### src/rtl/wd_pkg.sv
`timescale 1ns/1ps
package wd_pkg;
    localparam int KEY_W = 16;

    localparam logic [KEY_W-1:0] KEY_START   = 16'hCCCC;
    localparam logic [KEY_W-1:0] KEY_REFRESH = 16'hAAAA;
    localparam logic [KEY_W-1:0] KEY_OPEN    = 16'h5555;
    localparam logic [KEY_W-1:0] KEY_CLOSE   = 16'h0000;

    localparam logic [1:0] ADDR_KEY = 2'd0;
    localparam logic [1:0] ADDR_PRE = 2'd1;
    localparam logic [1:0] ADDR_RLD = 2'd2;

    typedef enum logic [1:0] {
        WD_IDLE_LOCKED = 2'b00,
        WD_IDLE_OPEN   = 2'b01,
        WD_RUN_LOCKED  = 2'b10,
        WD_RUN_OPEN    = 2'b11
    } wd_state_e;
endpackage

### src/rtl/wd_key_fsm.sv
`timescale 1ns/1ps
module wd_key_fsm
    import wd_pkg::*;
(
    input  logic             clk,
    input  logic             rst_n,
    input  logic             key_wr,
    input  logic [KEY_W-1:0] key_val,
    output logic             running,
    output logic             cfg_open,
    output logic             start_pulse,
    output logic             refresh_pulse
);
    wd_state_e state, state_nxt;

    logic is_start, is_refresh, is_open, is_close;
    assign is_start   = key_wr && (key_val == KEY_START);
    assign is_refresh = key_wr && (key_val == KEY_REFRESH);
    assign is_open    = key_wr && (key_val == KEY_OPEN);
    assign is_close   = key_wr && (key_val == KEY_CLOSE);

    always_ff @(posedge clk or negedge rst_n) begin
        if (!rst_n) state <= WD_IDLE_LOCKED;
        else        state <= state_nxt;
    end

    always_comb begin
        state_nxt = state;
        unique case (state)
            WD_IDLE_LOCKED: begin
                if (is_start)     state_nxt = WD_RUN_LOCKED;
                else if (is_open) state_nxt = WD_IDLE_OPEN;
            end
            WD_IDLE_OPEN: begin
                if (is_start)                    state_nxt = WD_RUN_OPEN;
                else if (is_refresh || is_close) state_nxt = WD_IDLE_LOCKED;
            end
            WD_RUN_LOCKED: begin
                if (is_open) state_nxt = WD_RUN_OPEN;
            end
            WD_RUN_OPEN: begin
                if (is_refresh || is_close) state_nxt = WD_RUN_LOCKED;
            end
        endcase
    end

    always_comb begin
        running       = (state == WD_RUN_LOCKED) || (state == WD_RUN_OPEN);
        cfg_open      = (state == WD_IDLE_OPEN)  || (state == WD_RUN_OPEN);
        start_pulse   = is_start && !running;
        refresh_pulse = is_refresh && running;
    end
endmodule

### src/rtl/wd_shadow_reg.sv
`timescale 1ns/1ps
module wd_shadow_reg #(
    parameter int               W           = 12,
    parameter logic [W-1:0]     RST_VAL     = '0,
    parameter int               SYNC_CYCLES = 3
) (
    input  logic         clk,
    input  logic         rst_n,
    input  logic         load,
    input  logic [W-1:0] din,
    output logic [W-1:0] active,
    output logic         busy
);
    localparam int SC_W = $clog2(SYNC_CYCLES + 1);
    localparam logic [SC_W-1:0] SC_INIT = SC_W'(SYNC_CYCLES);

    logic [W-1:0]    staged;
    logic [SC_W-1:0] sc;

    always_ff @(posedge clk or negedge rst_n) begin
        if (!rst_n) begin
            staged <= RST_VAL;
            active <= RST_VAL;
            busy   <= 1'b0;
            sc     <= '0;
        end else if (load) begin
            staged <= din;
            busy   <= 1'b1;
            sc     <= SC_INIT;
        end else if (busy) begin
            sc <= sc - 1'b1;
            if (sc == SC_W'(1)) begin
                busy   <= 1'b0;
                active <= staged;
            end
        end
    end
endmodule

### src/rtl/wd_prescaler.sv
`timescale 1ns/1ps
module wd_prescaler #(
    parameter int CODE_W   = 3,
    parameter int BASE_LOG = 2,
    parameter int MAX_LOG  = 8
) (
    input  logic              clk,
    input  logic              rst_n,
    input  logic              run,
    input  logic [CODE_W-1:0] code,
    output logic              tick
);
    localparam int CNT_W = MAX_LOG;

    logic [CNT_W-1:0] cnt;
    logic [CNT_W-1:0] limit;

    always_comb begin
        int unsigned sel;
        sel = BASE_LOG + 32'(code);
        if (sel > MAX_LOG) sel = MAX_LOG;
        limit = CNT_W'((33'd1 << sel) - 33'd1);
        tick  = run && (cnt >= limit);
    end

    always_ff @(posedge clk or negedge rst_n) begin
        if (!rst_n)    cnt <= '0;
        else if (!run) cnt <= '0;
        else if (tick) cnt <= '0;
        else           cnt <= cnt + 1'b1;
    end
endmodule

### src/rtl/keyed_watchdog.sv
`timescale 1ns/1ps
module keyed_watchdog
    import wd_pkg::*;
#(
    parameter int RLD_W       = 12,
    parameter int PRE_W       = 3,
    parameter int SYNC_CYCLES = 3
) (
    input  logic             clk,
    input  logic             rst_n,
    input  logic             wr_en,
    input  logic [1:0]       wr_addr,
    input  logic [15:0]      wr_data,
    output logic             running,
    output logic             reset_req,
    output logic [RLD_W-1:0] count_value,
    output logic             pre_busy,
    output logic             rld_busy
);
    logic             cfg_open, start_pulse, refresh_pulse, tick;
    logic [RLD_W-1:0] rld_active;
    logic [PRE_W-1:0] pre_active;
    logic             key_wr, pre_load, rld_load;

    assign key_wr   = wr_en && (wr_addr == ADDR_KEY);
    assign pre_load = wr_en && (wr_addr == ADDR_PRE) && cfg_open;
    assign rld_load = wr_en && (wr_addr == ADDR_RLD) && cfg_open;

    wd_key_fsm u_fsm (
        .clk(clk), .rst_n(rst_n), .key_wr(key_wr), .key_val(wr_data[KEY_W-1:0]),
        .running(running), .cfg_open(cfg_open),
        .start_pulse(start_pulse), .refresh_pulse(refresh_pulse)
    );

    wd_shadow_reg #(.W(PRE_W), .RST_VAL('0), .SYNC_CYCLES(SYNC_CYCLES)) u_pre (
        .clk(clk), .rst_n(rst_n), .load(pre_load), .din(wr_data[PRE_W-1:0]),
        .active(pre_active), .busy(pre_busy)
    );

    wd_shadow_reg #(.W(RLD_W), .RST_VAL('1), .SYNC_CYCLES(SYNC_CYCLES)) u_rld (
        .clk(clk), .rst_n(rst_n), .load(rld_load), .din(wr_data[RLD_W-1:0]),
        .active(rld_active), .busy(rld_busy)
    );

    wd_prescaler #(.CODE_W(PRE_W), .BASE_LOG(2), .MAX_LOG(8)) u_div (
        .clk(clk), .rst_n(rst_n), .run(running), .code(pre_active), .tick(tick)
    );

    always_ff @(posedge clk or negedge rst_n) begin
        if (!rst_n) begin
            count_value <= '1;
            reset_req   <= 1'b0;
        end else begin
            reset_req <= 1'b0;
            if (start_pulse || refresh_pulse) begin
                count_value <= rld_active;
            end else if (tick) begin
                if (count_value == '0) begin
                    count_value <= rld_active;
                    reset_req   <= 1'b1;
                end else begin
                    count_value <= count_value - 1'b1;
                end
            end
        end
    end
endmodule

### config.mk
export PLATFORM = sky130hd
export DESIGN_NAME = keyed_watchdog
export DESIGN_NICKNAME = d
export VERILOG_FILES = /design/src/rtl/wd_pkg.sv /design/src/rtl/wd_key_fsm.sv /design/src/rtl/wd_shadow_reg.sv /design/src/rtl/wd_prescaler.sv /design/src/rtl/keyed_watchdog.sv
export SDC_FILE = /design/constraint.sdc
export NUM_CORES = 1
export LEC_CHECK = 0
export ABC_AREA = 0
export CAP_MARGIN = 40
export CORE_AREA = 2 2 80 82
export DETAILED_ROUTE_END_ITERATION = 7
export DIE_AREA = 0 0 82 84
export GPL_TIMING_DRIVEN = 1
export PLACE_DENSITY = 0.77
export SYNTH_ARGS = -nofsm -noshare
export SYNTH_HDL_FRONTEND = slang
export SYNTH_SLANG_ARGS = --single-unit
export TNS_END_PERCENT = 50
### constraint.sdc
create_clock -name clk -period 4.7 [get_ports clk]
set_clock_uncertainty 0.2 [all_clocks]
set_input_delay 0.47 -clock clk [delete_from_list [all_inputs] [get_ports clk]]
set_output_delay 0.47 -clock clk [all_outputs]
set_load 0.01 [all_outputs]
Word level (Yosys, flattened, before mapping). Index checks and enable logic that the tools add are counted.

Latch bits: 0. Memories: 0. Memory bits (writable): 0. Bits in read-only memories: 0. Output and inout bits: 16. Bits of input ports: 21. Flip-flop bits (word level): 59.

Add/sub/neg operators: 6. Equality and inequality tests: 14. Bitwise operators: 2. Reduce and logical (&&, ||, !) cells: 27. Divide/modulo/power cells: 0. $lt $le $gt $ge: 2. Muxes and demuxes: 26. Shifts and indexed selects: 1. Multipliers: 0.

Operator list (count): $mux W12 (3); $eq A16 B16 Y1 const B (2); $gt A32 B4 Y1 const B (1); $mux W32 (1); $shl A1 B32 Y8 const A (1); $mux W2 (10); $eq A16 B15 Y1 const B (1); $logic_not A16 Y1 (1); $mux W8 (2); $logic_and A1 B1 Y1 (12); $logic_not A12 Y1 (1); $sub A12 B1 Y12 const B (1); $mux W1 (9); $add A8 B1 Y8 const B (1); $eq A2 B1 Y1 const B (4); $ge A8 B8 Y1 (1); $pmux W2 S4 (1); $sub A8 B1 Y8 const B (1); $eq A2 B2 Y1 const B (3); $ne A3 B1 Y1 const B (2); $reduce_and A3 Y1 (2); $reduce_bool A2 Y1 (3); $add A2 B3 Y4 const A (1); $logic_not A2 Y1 (2); 6 further kinds (12).

Longest topological paths before layout.
Depth after elaboration: 9. Depth in mapped cells: 14. Gate-level depth less buffers: 14.

Cells and area by module. From an unflattened synthesis, not the netlist that was laid out.

Cell total of the unflattened synthesis: 293. Area, all modules: 3362.0 µm².

By module, submodules not included: wd_shadow_reg at u_rld (times used 1, sequential area each 705.7 µm², area each 1102.3 µm², cells each 63); keyed_watchdog (times used 1, sequential area each 340.3 µm², area each 989.7 µm², cells each 107); wd_prescaler (times used 1, sequential area each 200.2 µm², area each 696.9 µm², cells each 74); wd_shadow_reg at u_pre (times used 1, sequential area each 225.2 µm², area each 376.6 µm², cells each 25); wd_key_fsm (times used 1, sequential area each 50.0 µm², area each 196.4 µm², cells each 24).

Least setup slack after synthesis. Ideal clock, no wire load.

Path type: reg2reg. From: reg u_pre.active[1]. To: reg count_value[5]. Slack: 1337 ps. Buffers on the path: 0. Data required time: 4418 ps. Library setup time: 82 ps. Stages on the path, launching flop included: 14. Arrival time: 3081 ps. Cell sequence: dfrtp_1 > inv_1 > ha_1 > nor2_1 > nand4b_1 > ha_1 > xor2_1 > ha_1 > o21ai_1 > a211o_1 > o21bai_2 > nand2_1 > o311a_1 > a211o_1.

Word-level cells in the longest chain between the ends: 8.

Ends and longest elaborated chain: start, declared (RTL line wd_shadow_reg.sv:11) `output logic [W-1:0] active,`; start signal, assigned (RTL line wd_shadow_reg.sv:34) `active <= staged;`; $add A2 B3 Y4 (*) (RTL line wd_prescaler.sv:20) `sel = BASE_LOG + 32'(code);`; $gt A32 B4 Y1 (RTL line wd_prescaler.sv:21) `if (sel > MAX_LOG) sel = MAX_LOG;`; $mux W32 (*) (RTL line wd_prescaler.sv:21); $shl A1 B32 Y8 (*) (RTL line wd_prescaler.sv:22) `limit = CNT_W'((33'd1 << sel) - 33'd1);`; $sub A8 B1 Y8 (*) (RTL line wd_prescaler.sv:22); $ge A8 B8 Y1 (*) (RTL line wd_prescaler.sv:23) `tick = run && (cnt >= limit);`; $logic_and A1 B1 Y1 (*) (RTL line wd_prescaler.sv:23); $reduce_bool A2 Y1 (no line) (*); end signal, assigned (RTL line keyed_watchdog.sv:56) `count_value <= rld_active;`; end signal, assigned (RTL line keyed_watchdog.sv:59) `count_value <= rld_active;`; end signal, assigned (RTL line keyed_watchdog.sv:62) `count_value <= count_value - 1'b1;`; end, declared (RTL line keyed_watchdog.sv:16) `output logic [RLD_W-1:0] count_value,`.

Every way passes the cells marked *; elsewhere a longest branch is shown, timed or not. A chain may end at the register's enable or synchronous reset.

Worst setup path in the final report. Same ends and word-level chain as after synthesis.

==> impl_metrics.py <==
metrics = {
    "yosys": {
        "synthesis.yosys.warnings": 0,
        "synthMuxAreaShare_pct": 9.99,
        "yosys.area_share.xor_xnor_pct": 2.98,
        "synth-adder-area-share_pct": 7.36,
        "ys_top_cells_by_area": "sky130_fd_sc_hd__dfstp_2, sky130_fd_sc_hd__dfrtp_1, sky130_fd_sc_hd__mux2_2, sky130_fd_sc_hd__ha_1, sky130_fd_sc_hd__nand2_1",
        "edff_count_synth": 0,
        "synth-seq-cells": 59,
        "netlist-cell-type-count": 55,
        "async_reset_ff_share_pct": 100,
        "synth_sequential_area_ratio_pct": 47.1,
        "synth.top_cells.by_count": "sky130_fd_sc_hd__dfstp_2, sky130_fd_sc_hd__mux2_2, sky130_fd_sc_hd__dfrtp_1, sky130_fd_sc_hd__nand2_1, sky130_fd_sc_hd__nor2_1",
        "mappedNetlistNets": 336,
        "synth_ff_type": "sky130_fd_sc_hd__dfstp_2",
        "post_synth_instance_area_um2": 3230,
        "synth_largest_type_area_fraction_pct": 29.3,
        "largest_family_of_logic_cells_by_synthesized_area": "simple AND/OR/NAND/NOR gates",
        "synth_compound_gate_area_share_pct": 11.1,
        "synthSimpleGateAreaFrac_pct": 19.0,
        "post-synth-top-count-cell": "sky130_fd_sc_hd__dfstp_2",
        "syn-instance-count": 296,
        "cell_type_with_the_largest_total_area_after_synthesis": "sky130_fd_sc_hd__dfstp_2",
        "synth_area_per_cell_um2": 10.9,
    },
    "timing": {
        "worst-slew-pin-transition_ns": 0.726,
        "hold_violations": 0,
        "grt_setup_unrepaired": "false",
        "setup_tns_ns": 0,
        "clock.fmax_mhz": 268,
        "timing.hold.ws_ns": 0.0654,
        "final_worst_path_cycle_share_pct": 79.3,
        "min_period_ns": 3.73,
        "final-max-slew-violation-count": 0,
        "worst_relative_slew_slack_pct": 51.6,
        "setup_viol_count_final": 0,
    },
    "global_routing": {
        "track_usage_pct": 22.7,
        "grt_overflow": 0,
        "grt_max_degree": 60,
        "wire_length_of_the_first_global_routing_pass_um": 11700,
        "grt_antenna_before_repair": 0,
        "grt_pass1_vias": 2326,
    },
    "pwr": {
        "peakVddDrop_mv": 0.265,
        "power_per_cell_area_nw_per_um2": 460,
        "leakage_nw": 1.71,
    },
    "critical_path": {
        "critPathBufInv": 1,
        "data_arrival_at_the_endpoint_of_the_critical_path_ns": 3.79,
        "crit_family": "compound AO/OA/AOI/OAI gates",
        "start_kind": "flop",
        "crit_path_max_fanout": 8,
        "path_cells": "inv_1 -> ha_1 -> nor2_1 -> nand4b_1 -> ha_1 -> xor2_1 -> ha_1 -> o21ai_1 -> a211o_1 -> o21bai_2 -> nand2_1 -> o311a_1 -> a211o_1",
        "kind_of_critical_path": "reg2reg",
        "reg2reg_depth": 13,
        "slowest_delay_ns": 0.47,
        "worst-endpoint-required_ns": 4.77,
        "timing.rr.end": "count_value[5]",
        "crit_path_top_delay_cell": "sky130_fd_sc_hd__dfrtp_1",
        "critPathMostFrequentCell": "sky130_fd_sc_hd__ha_1",
        "crit_path_end_kind": "flop",
        "worst_r2r_startpoint": "u_pre.active[1]",
        "rrSetupSlack_ns": 0.97,
    },
    "clock_tree": {
        "total_clock_buffers_created_by_cts": 9,
        "post_cts_resize_count": 0,
        "tritoncts_num_sinks": 59,
        "cts.root.buffer_cell": "sky130_fd_sc_hd__clkbuf_8",
        "clock_insertion_delay_worst_skew_ns": 0.34,
        "cts_htree_levels": 3,
        "cts_tree": "done",
        "cts.path.max_buffers": 2,
        "cts_setup_buffers": 0,
        "cts.clk_slew.worst_paths_ns": 0.07,
        "cts_hold_buf": 0,
    },
    "detailed_routing": {
        "dr_total_vias": 2473,
        "avgViaCountPerCell": 5.87,
        "detail_route.drc_violations": 0,
        "final_antenna_net_count": 0,
        "total_wire_length_um": 7020,
        "detail_route.first_pass.iterations": 4,
        "detailedRoute.firstIterationViolations": 135,
        "post_drt_wl_per_cell_um": 16.7,
    },
    "place": {
        "gp_routability_congestion": 0.875,
        "hpwlAfterDp_um": 4960,
        "io_buffer_count": 36,
    },
    "floorplan": {
        "core-area_um2": 6100,
        "floorplan.die.width_um": 82,
        "initial_utilization_pct": 53.0,
        "die_area_um2": 6890,
        "die_h_um": 84,
        "row_count": 29,
        "boundaryPins": 37,
    },
    "run": {
        "drv_cap": 0,
    },
    "layout": {
        "antenna-diode-count": 0,
        "design.final.nets": 379,
        "synthToLayoutAreaGrowth_pct": 22.2,
        "layout.filler_cells": 505,
        "layout-drive-gt1-share_pct": 27.6,
    },
    "hold_path": {
        "worst_hold_path_type": "in2async",
    },
    "run_status": {
        "run_status": "complete, no violations",
    },
}
==> sequential cells by signal, indices dropped and copies added, names as in the netlist <==
register      cells
count_value      12
reset_req         1
u_div.cnt         8
u_fsm.state       2
u_pre.active      3
u_pre.busy        1
u_pre.sc          2
u_pre.staged      3
u_rld.active     12
u_rld.busy        1
u_rld.sc          2
u_rld.staged     12
==> cell type report <==
type,instances,area [um^2],share of cell area [%]
flip-flops and latches,59,1520,38.5
clock buffers,12,155,3.93
multi-input cells,216,1630,41.3
well taps,77,96.3,2.44
repair buffers,38,370,9.38
inverters,15,56.3,1.43
clock inverters,4,120,3.04
==> per-stage QoR <==
stage / power (mW) / instances / area [um^2] / util (%) / setup WS (ns)
3_3_place_gp: 1.17 / 405 / 3670 / 60.3 / 1.12
2_1_floorplan: 0.987 / 296 / 3230 / - / 1.34
4_1_cts: 1.82 / 421 / 3950 / 64.8 / 0.962
6_report: 1.82 / 421 / 3950 / 64.8 / 0.974
3_5_place_dp: 1.18 / 405 / 3670 / 60.3 / 0.991
5_1_grt: 1.92 / 421 / 3950 / 64.8 / 0.696
==> logic make-up (layout without fill, tap and decap cells) <==
kind of cell	after synthesis	in the layout
and+or+nand+nor	108	108
DFF	59	59
AOI/OAI and AO/OA	49	49
muxes	29	29
buffers and inverters	21	69
adders and majority gates	19	19
xor gates and xnor gates	11	11
==> cells in the final DEF, fill, tap and decap left out, types with 5 or more instances in the layout <==
master,netlist,routed
sky130_fd_sc_hd__xor2_1,6,6
sky130_fd_sc_hd__a21oi_1,8,8
sky130_fd_sc_hd__or4_1,5,5
sky130_fd_sc_hd__nand2_1,23,23
sky130_fd_sc_hd__inv_1,15,15
sky130_fd_sc_hd__ha_1,19,19
sky130_fd_sc_hd__nor2_1,23,23
sky130_fd_sc_hd__xnor2_1,5,5
sky130_fd_sc_hd__dfrtp_1,23,23
sky130_fd_sc_hd__nand4_1,5,5
sky130_fd_sc_hd__nand3_1,12,12
sky130_fd_sc_hd__mux2_2,26,26
sky130_fd_sc_hd__nor3_1,10,10
sky130_fd_sc_hd__clkbuf_8,0,11
sky130_fd_sc_hd__clkdlybuf4s50_1,0,35
sky130_fd_sc_hd__dfstp_2,36,36
sky130_fd_sc_hd__and3_1,6,6
sky130_fd_sc_hd__o21ai_0,9,9
==> per-layer routing <==
| layer | vias up | wire length, um | GRT usage, % |
|---|---|---|---|
| li1 | 1179 | - | - |
| met1 | 1200 | 3270 | 32.7 |
| met2 | 79 | 3230 | 32.7 |
| met3 | 15 | 400 | 4.33 |
| met4 | 0 | 120 | 10.3 |
| met5 | - | 0 | 0 |
==> worst max path at each step <==
stage | endpoint | depth (start not counted) | from
after floorplan | count_value[5] | 13 | u_pre.active[1]
after global placement | count_value[5] | 13 | u_pre.active[1]
after detailed placement | count_value[5] | 13 | u_pre.active[1]
after CTS | count_value[5] | 13 | u_pre.active[1]
after global routing | count_value[5] | 13 | u_pre.active[1]
final | count_value[5] | 13 | u_pre.active[1]
==> power by group <==
group | switching, mW | total (mW) | internal, mW | leakage, nW
registers | 0.0689 | 0.663 | 0.594 | 0.685
logic | 0.280 | 0.516 | 0.236 | 0.885
clock network | 0.202 | 0.638 | 0.435 | 0.137
total | 0.551 | 1.82 | 1.27 | 1.71
Power figures use the tool's default switching activity.
